File: config.mk
export PLATFORM = sky130hd
export DESIGN_NAME = late_write_sram
export DESIGN_NICKNAME = d
export VERILOG_FILES = /design/src/rtl/late_write_sram_pkg.sv /design/src/rtl/late_write_sram_ctrl.sv /design/src/rtl/late_write_sram_dpath.sv /design/src/rtl/late_write_sram.sv
export SDC_FILE = /design/constraint.sdc
export NUM_CORES = 2
export LEC_CHECK = 0
export BUFFER_PORTS_ARGS = -buffer_cell sky130_fd_sc_hd__buf_2
export CORE_MARGIN = 2
export CORE_UTILIZATION = 40
export DETAILED_ROUTE_END_ITERATION = 12
export PLACE_DENSITY = 0.57
export SYNTH_ARGS = -nofsm -noshare
export SYNTH_HDL_FRONTEND = slang
export SYNTH_MEMORY_MAX_BITS = 65536
export SYNTH_SLANG_ARGS = --single-unit
File: constraint.sdc
create_clock -name clk -period 5.7 [get_ports clk]
set_clock_uncertainty 0.1 [all_clocks]
set_input_delay 0.855 -clock clk [delete_from_list [all_inputs] [get_ports clk]]
set_output_delay 0.855 -clock clk [all_outputs]
set_load 0.005 [all_outputs]
File: src/rtl/late_write_sram_pkg.sv
package late_write_sram_pkg;

  // Strobes from the control to the datapath, valid between rising edges.
  typedef struct packed {
    logic readNow;    // read captured at the last rising edge
    logic loadPend;   // write captured at the last rising edge; data is on the bus now
    logic pendValid;  // pending buffer holds data to commit at the next rising edge
  } sramStrobes_t;

endpackage

File: src/rtl/late_write_sram_ctrl.sv
module late_write_sram_ctrl
  import late_write_sram_pkg::*;
#(
  parameter int LANES = 2
) (
  input  logic             clk,
  input  logic             rstN,
  input  logic             chipSel,
  input  logic             wrAll,
  input  logic [LANES-1:0] wrLane,
  input  logic             sleep,
  output sramStrobes_t     strb
);

  logic accept;
  logic isWrite;
  logic rdQ;
  logic wrQ;
  logic pendQ;

  assign accept  = chipSel & ~sleep;
  assign isWrite = wrAll | (|wrLane);

  always_ff @(posedge clk or negedge rstN) begin
    if (!rstN) begin
      rdQ   <= 1'b0;
      wrQ   <= 1'b0;
      pendQ <= 1'b0;
    end else begin
      rdQ   <= accept & ~isWrite;
      wrQ   <= accept & isWrite;
      // Late data arriving this cycle fills the buffer; it retires next edge.
      pendQ <= wrQ;
    end
  end

  always_comb begin
    strb.readNow   = rdQ;
    strb.loadPend  = wrQ;
    strb.pendValid = pendQ;
  end

endmodule

File: src/rtl/late_write_sram_dpath.sv
module late_write_sram_dpath
  import late_write_sram_pkg::*;
#(
  parameter int WORD_W = 18,
  parameter int LANES  = 2,
  parameter int DEPTH  = 256,
  localparam int ADDR_W = $clog2(DEPTH),
  localparam int LANE_W = WORD_W / LANES
) (
  input  logic              clk,
  input  logic              rstN,
  input  logic [ADDR_W-1:0] addr,
  input  logic              wrAll,
  input  logic [LANES-1:0]  wrLane,
  input  logic [WORD_W-1:0] wrData,
  input  sramStrobes_t      strb,
  output logic [WORD_W-1:0] dataQ,
  output logic              drvQ
);

  logic [WORD_W-1:0] mem [DEPTH];

  logic [ADDR_W-1:0] addrQ;
  logic [LANES-1:0]  maskQ;
  logic [ADDR_W-1:0] pendAddr;
  logic [LANES-1:0]  pendMask;
  logic [WORD_W-1:0] pendData;
  logic [WORD_W-1:0] memWord;
  logic [WORD_W-1:0] mergedWord;
  logic              pendHit;

  // Capture stage: address and lane mask every cycle; late data when due.
  always_ff @(posedge clk) begin
    addrQ <= addr;
    maskQ <= wrAll ? {LANES{1'b1}} : wrLane;
    if (strb.loadPend) begin
      pendAddr <= addrQ;
      pendMask <= maskQ;
      pendData <= wrData;
    end
  end

  // Self-timed retire of the pending buffer into the array.
  always_ff @(posedge clk) begin
    if (strb.pendValid) begin
      for (int l = 0; l < LANES; l++) begin
        if (pendMask[l]) begin
          mem[pendAddr][l*LANE_W +: LANE_W] <= pendData[l*LANE_W +: LANE_W];
        end
      end
    end
  end

  assign memWord = mem[addrQ];
  assign pendHit = strb.pendValid && (pendAddr == addrQ);

  // Per-lane bypass of the pending write over the array word.
  for (genvar g = 0; g < LANES; g++) begin : gLaneMerge
    assign mergedWord[g*LANE_W +: LANE_W] =
      (pendHit && pendMask[g]) ? pendData[g*LANE_W +: LANE_W]
                               : memWord[g*LANE_W +: LANE_W];
  end

  // Falling-edge output latch.
  always_ff @(negedge clk or negedge rstN) begin
    if (!rstN) begin
      drvQ <= 1'b0;
    end else begin
      drvQ <= strb.readNow;
    end
  end

  always_ff @(negedge clk) begin
    if (strb.readNow) begin
      dataQ <= mergedWord;
    end
  end

endmodule

File: src/rtl/late_write_sram.sv
module late_write_sram
  import late_write_sram_pkg::*;
#(
  parameter int WORD_W = 18,
  parameter int LANES  = 2,
  parameter int DEPTH  = 256,
  localparam int ADDR_W = $clog2(DEPTH)
) (
  input  logic              clk,
  input  logic              rstN,
  input  logic              chipSel,
  input  logic              wrAll,
  input  logic [LANES-1:0]  wrLane,
  input  logic [ADDR_W-1:0] addr,
  input  logic [WORD_W-1:0] wrData,
  input  logic              outEn,
  input  logic              sleep,
  output logic [WORD_W-1:0] rdData,
  output logic              rdDrive
);

  sramStrobes_t strb;
  logic         drvLatch;

  late_write_sram_ctrl #(
    .LANES(LANES)
  ) ctrl_i (
    .clk    (clk),
    .rstN   (rstN),
    .chipSel(chipSel),
    .wrAll  (wrAll),
    .wrLane (wrLane),
    .sleep  (sleep),
    .strb   (strb)
  );

  late_write_sram_dpath #(
    .WORD_W(WORD_W),
    .LANES (LANES),
    .DEPTH (DEPTH)
  ) dpath_i (
    .clk   (clk),
    .rstN  (rstN),
    .addr  (addr),
    .wrAll (wrAll),
    .wrLane(wrLane),
    .wrData(wrData),
    .strb  (strb),
    .dataQ (rdData),
    .drvQ  (drvLatch)
  );

  // Asynchronous gating of the latched drive.
  assign rdDrive = drvLatch & outEn & ~sleep;


  always_comb begin
    if (!rstN) begin
      reset_quiet_chk: assert (!rdDrive);
    end
  end


  read_drive_chk: assert property (@(posedge clk) disable iff (!rstN)
    (chipSel && !sleep && !wrAll && (wrLane == '0)) |=> drvLatch);


  deselect_release_chk: assert property (@(posedge clk) disable iff (!rstN)
    (!chipSel) |=> !drvLatch);


  write_release_chk: assert property (@(posedge clk) disable iff (!rstN)
    (chipSel && !sleep && (wrAll || (wrLane != '0))) |=> !drvLatch);


  sleep_block_chk: assert property (@(posedge clk) disable iff (!rstN)
    sleep |=> !drvLatch);

endmodule

==> summary.md <==
| Metric | Value |
|---|---|
| Cell Chain, Critical Path | `buf_12 -> buf_16 -> buf_4 -> buf_16 -> buf_4 -> mux4_2 -> nand2_1 -> a32oi_1 -> nand2_1 -> mux4_2 -> o32ai_1` |
| Antenna violations before repair | `44` |
| Drt drc | `0` |
| Met1 global-route usage | `between 30% and 40%` |
| Post-synth EDFFs | `approximately 4700` |
| Clock transition at path regs | `approximately 60 ps` |
| NetSw | `about 0.016 W` |
| Status | `finished with violations` |
| Ranking of synthesized cells by area | `edfxtp_1, mux4_2, mux2i_1, nor2_1, a22oi_1` |
| Cell Pwr Density | `around 340 nW/um^2` |
| Detailed placement HPWL | `around 360 mm` |
| Hold Slack | `roughly 85 ps` |
| Drt via density | `~5.9` |
| Critical-path maximum fanout | `12` |
| I/O Pins | `53` |
| Max Cap Violations | `0` |
| Comb pwr share | `about 6.3%` |
| Rows | `between 200 and 250` |
| Top Family by Delay on Critical Path | `multiplexers` |
| CP Depth | `11` |
| Slowest cell on crit path | `mux4_2` |
| Gpl congestion | `roughly 0.89` |
| CP endpoint kind | `flop` |
| Layout Area Growth over Synthesis | `19.8%` |
| Critical path endpoint | `dpath_i.dataQ[5]` |
| Pre-CTS setup slack | `-1040 ps` |
| Synth area leader | `edfxtp_1` |
| Post-Syn Area | `roughly 180000 um^2` |
| Global-route wire length before repair | `between 700 and 800 mm` |
| Sequential share of the synthesized area | `between 70% and 80%` |
| Synth warn | `0` |
| Clock Power Share | `42.0%` |
| Worst Path Required | `roughly 3600 ps` |
| Core ar. | `around 450000 um^2` |
| Worst Hold Class | `input pin to flop` |
| Vias in the first global route | `95385` |
| Sw Ratio | `21.9%` |
| Clock sink count | `between 4000 and 5000` |
| P_int | `around 0.057 W` |
| Starting density of the core | `approximately two fifths` |
| Setup WS post-layout | `-617 ps` |
| Synth Flop Type | `edfxtp_1` |
| Share of layout cells above drive strength 1 | `approximately a third` |
| Syn avg cell area | `around 21 um^2` |
| Die Ht | `just under 700 um` |
| Worst setup path class | `flop to flop` |
| CTS tree | `built` |
| Final setup violation count | `23` |
| Gr ovfl total | `0` |
| H-tree depth | `5` |
| Clock Tree Buf Depth | `4` |
| Initial drt markers | `about 13000` |
| FF-to-FF End | `dpath_i.dataQ[5]` |
| Violated checks | `setup timing` |
| RSZ-0062 raised after global routing | `yes` |
| Largest net degree at the start of global routing | `between 150 and 200` |
| Vias | `a little under 100k` |
| Drt wl/cell | `approximately 34 um` |
| Leak | `roughly 70 nW` |
| Routed wire length | `roughly 560 mm` |
| I/O Buffers | `52` |
| CTS Buf Count | `between 400 and 500` |
| Detailed Routing Iterations Pass 1 | `5` |
| Top Usage Layer GRT | `met2` |
| Ys async rst share | `0.0857%` |
| Final slew viol count | `0` |
| Top-area cell type share of the netlist area | `slightly below 80%` |
| CTS root buf | `clkbuf_16` |
| Data arrival, critical path | `roughly 4200 ps` |
| DRT antenna net count | `0` |
| Clk Latency, worst-skew pair | `1000 ps` |
| Die ar. | `~460000 um^2` |
| Synth cell types | `75` |
| Fill cells | `roughly 36000` |
| Origin of the critical flop-to-flop path | `dpath_i.addrQ[0]` |
| GRT met2 Usage | `between 30% and 40%` |
| Final Power | `between 0.07 and 0.08 W` |
| Slew @ Worst Pin | `1440 ps` |
| Seq cells post-synth | `4668` |
| Final-report hold violation count | `0` |
| Total track usage | `23.9%` |
| Reg2reg setup slack | `-620 ps` |
| Nets | `~9900` |
| CP Launch Point | `dpath_i.addrQ[0]` |
| Sequential power share | `slightly above 50%` |
| CP Launch Type | `flop` |
| Global Route met3 Usage | `~4.5%` |
| Footprint of the flip-flops and latches | `between 100000 and 150000 um^2` |
| TNS Setup | `-9610 ps` |
| Synth Net Count | `approximately 8500` |
| FF-to-FF path depth | `11` |
| Worst slew margin | `~3.6%` |
| Area of the multi-input gates | `just under 40000 um^2` |
| Horiz. Die Dim | `675 um` |
| Peak VDD IR | `between 200 and 300 uV` |
| Max stage delay on crit path | `600 ps` |
| Gate Count Post-Synth | `between 8000 and 9000` |
| Crit path buf inv count | `5` |
## synthesized netlist by cell type, drive strengths merged (10+ instances only)
cell type     n
edfxtp     4654
mux4       1022
nor2        600
mux2i       372
buf         317
nand2       269
clkbuf      212
o22ai       159
a22oi       135
a21oi       131
nand3        79
o221ai       70
a31oi        42
a32oi        38
a221oi       35
o21ai        34
nor3         32
mux2         25
and2         24
nor2b        21
a211oi       20
a22o         17
nor4         15
o22a         14
and3         13
dfxtp        10
nand4        10
## worst register-to-register path, delay by kind of cell (launching register included)
kind	cells	cell delay [ps]
buffers and inverters	5	870
flip-flops	1	360
multiplexers	2	970
AND/OR/NAND/NOR	2	260
AO/OA/AOI/OAI	2	670
## layout by cell type, fill, tap and decap left out, types with 45 or more instances in the layout
cell type / instances
clkinv_2: 92
a22oi_2: 46
clkinv_1: 104
bufinv_16: 45
nor2_1: 577
o22ai_1: 129
edfxtp_1: 4654
buf_12: 211
mux4_2: 1022
nand2_1: 248
buf_2: 51
o221ai_1: 59
clkbuf_1: 105
a21oi_1: 93
nand3_1: 59
clkbuf_16: 491
a22oi_1: 89
mux2i_1: 366
buf_4: 1017
## per-stage QoR
step	utilization, %	instance area (um^2)	std cells
2_1_floorplan	-	180000	8504
3_3_place_gp	43.7	196000	15119
3_5_place_dp	43.7	196000	15119
4_1_cts	47.6	214000	16095
5_1_grt	48.1	216000	16245
6_report	48.1	216000	16267
## what timing repair did
item | CTS | global route
cloned | 11 | 15
setup buffers | 48 | 129
pin swaps | 45 | 97
resized for setup | 248 | 238
hold buffers | 27 | 0
endpoints found under the hold margin | 27 | 0
endpoints found under the setup margin | 28 | 23
## logic make-up after synthesis
| kind of cell | count (synthesis) | synth area share, % |
|---|---|---|
| buffers and inverters | 538 | 1.75 |
| xor gates and xnor gates | 8 | 0.0388 |
| and+or+nand+nor | 1096 | 2.54 |
| AOI/OAI and AO/OA | 775 | 3.04 |
| muxes | 1419 | 15.0 |
| DFF | 4668 | 77.7 |
## worst min-delay path by stage
| stage | cells after the start | endpoint | slack (ps) | from |
|---|---|---|---|---|
| 3_3_place_gp | 0 | dpath_i.pendMask[1] | 360 | dpath_i.maskQ[1] |
| 2_1_floorplan | 0 | dpath_i.pendMask[0] | 290 | dpath_i.maskQ[0] |
| 4_1_cts | 3 | ctrl_i.wrQ | 40 | chipSel |
| 6_report | 3 | ctrl_i.wrQ | 90 | chipSel |
| 5_1_grt | 3 | ctrl_i.wrQ | 100 | chipSel |
| 3_5_place_dp | 0 | dpath_i.pendMask[1] | 340 | dpath_i.maskQ[1] |
## area by class of cell
type,count,share of cell area [%]
antenna,41,0.0475
clock buffer,588,5.75
clock inverter,305,1.27
inverter,8,0.0208
multi-input combinational,3298,18.1
sequential,4668,64.8
tap,5952,3.45
timing repair buffer,1407,6.60
## layer usage
metal	vias up	routed length (um)
met1	51996	219000
met3	953	52800
met2	5224	261000
li1	38491	-
met5	-	56
met4	8	24100
## flip-flops by register name, summed over array words and instances (netlist names)
signal and count:
dpath_i.pendMask 2, dpath_i.pendData 18, ctrl_i.rdQ 1, dpath_i.maskQ 2, dpath_i.mem 4608, dpath_i.drvQ 1, ctrl_i.pendQ 1, dpath_i.pendAddr 8
ctrl_i.wrQ 1, dpath_i.addrQ 8, dpath_i.dataQ 18
## power groups by stage
stage                     sequential, W  combinational (W)  clock [W]
final                            0.0377            0.00462     0.0306
after global routing             0.0377            0.00473     0.0322
after CTS                        0.0377            0.00438     0.0309
after floorplan                  0.0386            0.00181  0.0000200
after global placement           0.0384            0.00412  0.0000200
after detailed placement         0.0384            0.00416  0.0000200
(Power assumes the default switching activity.)
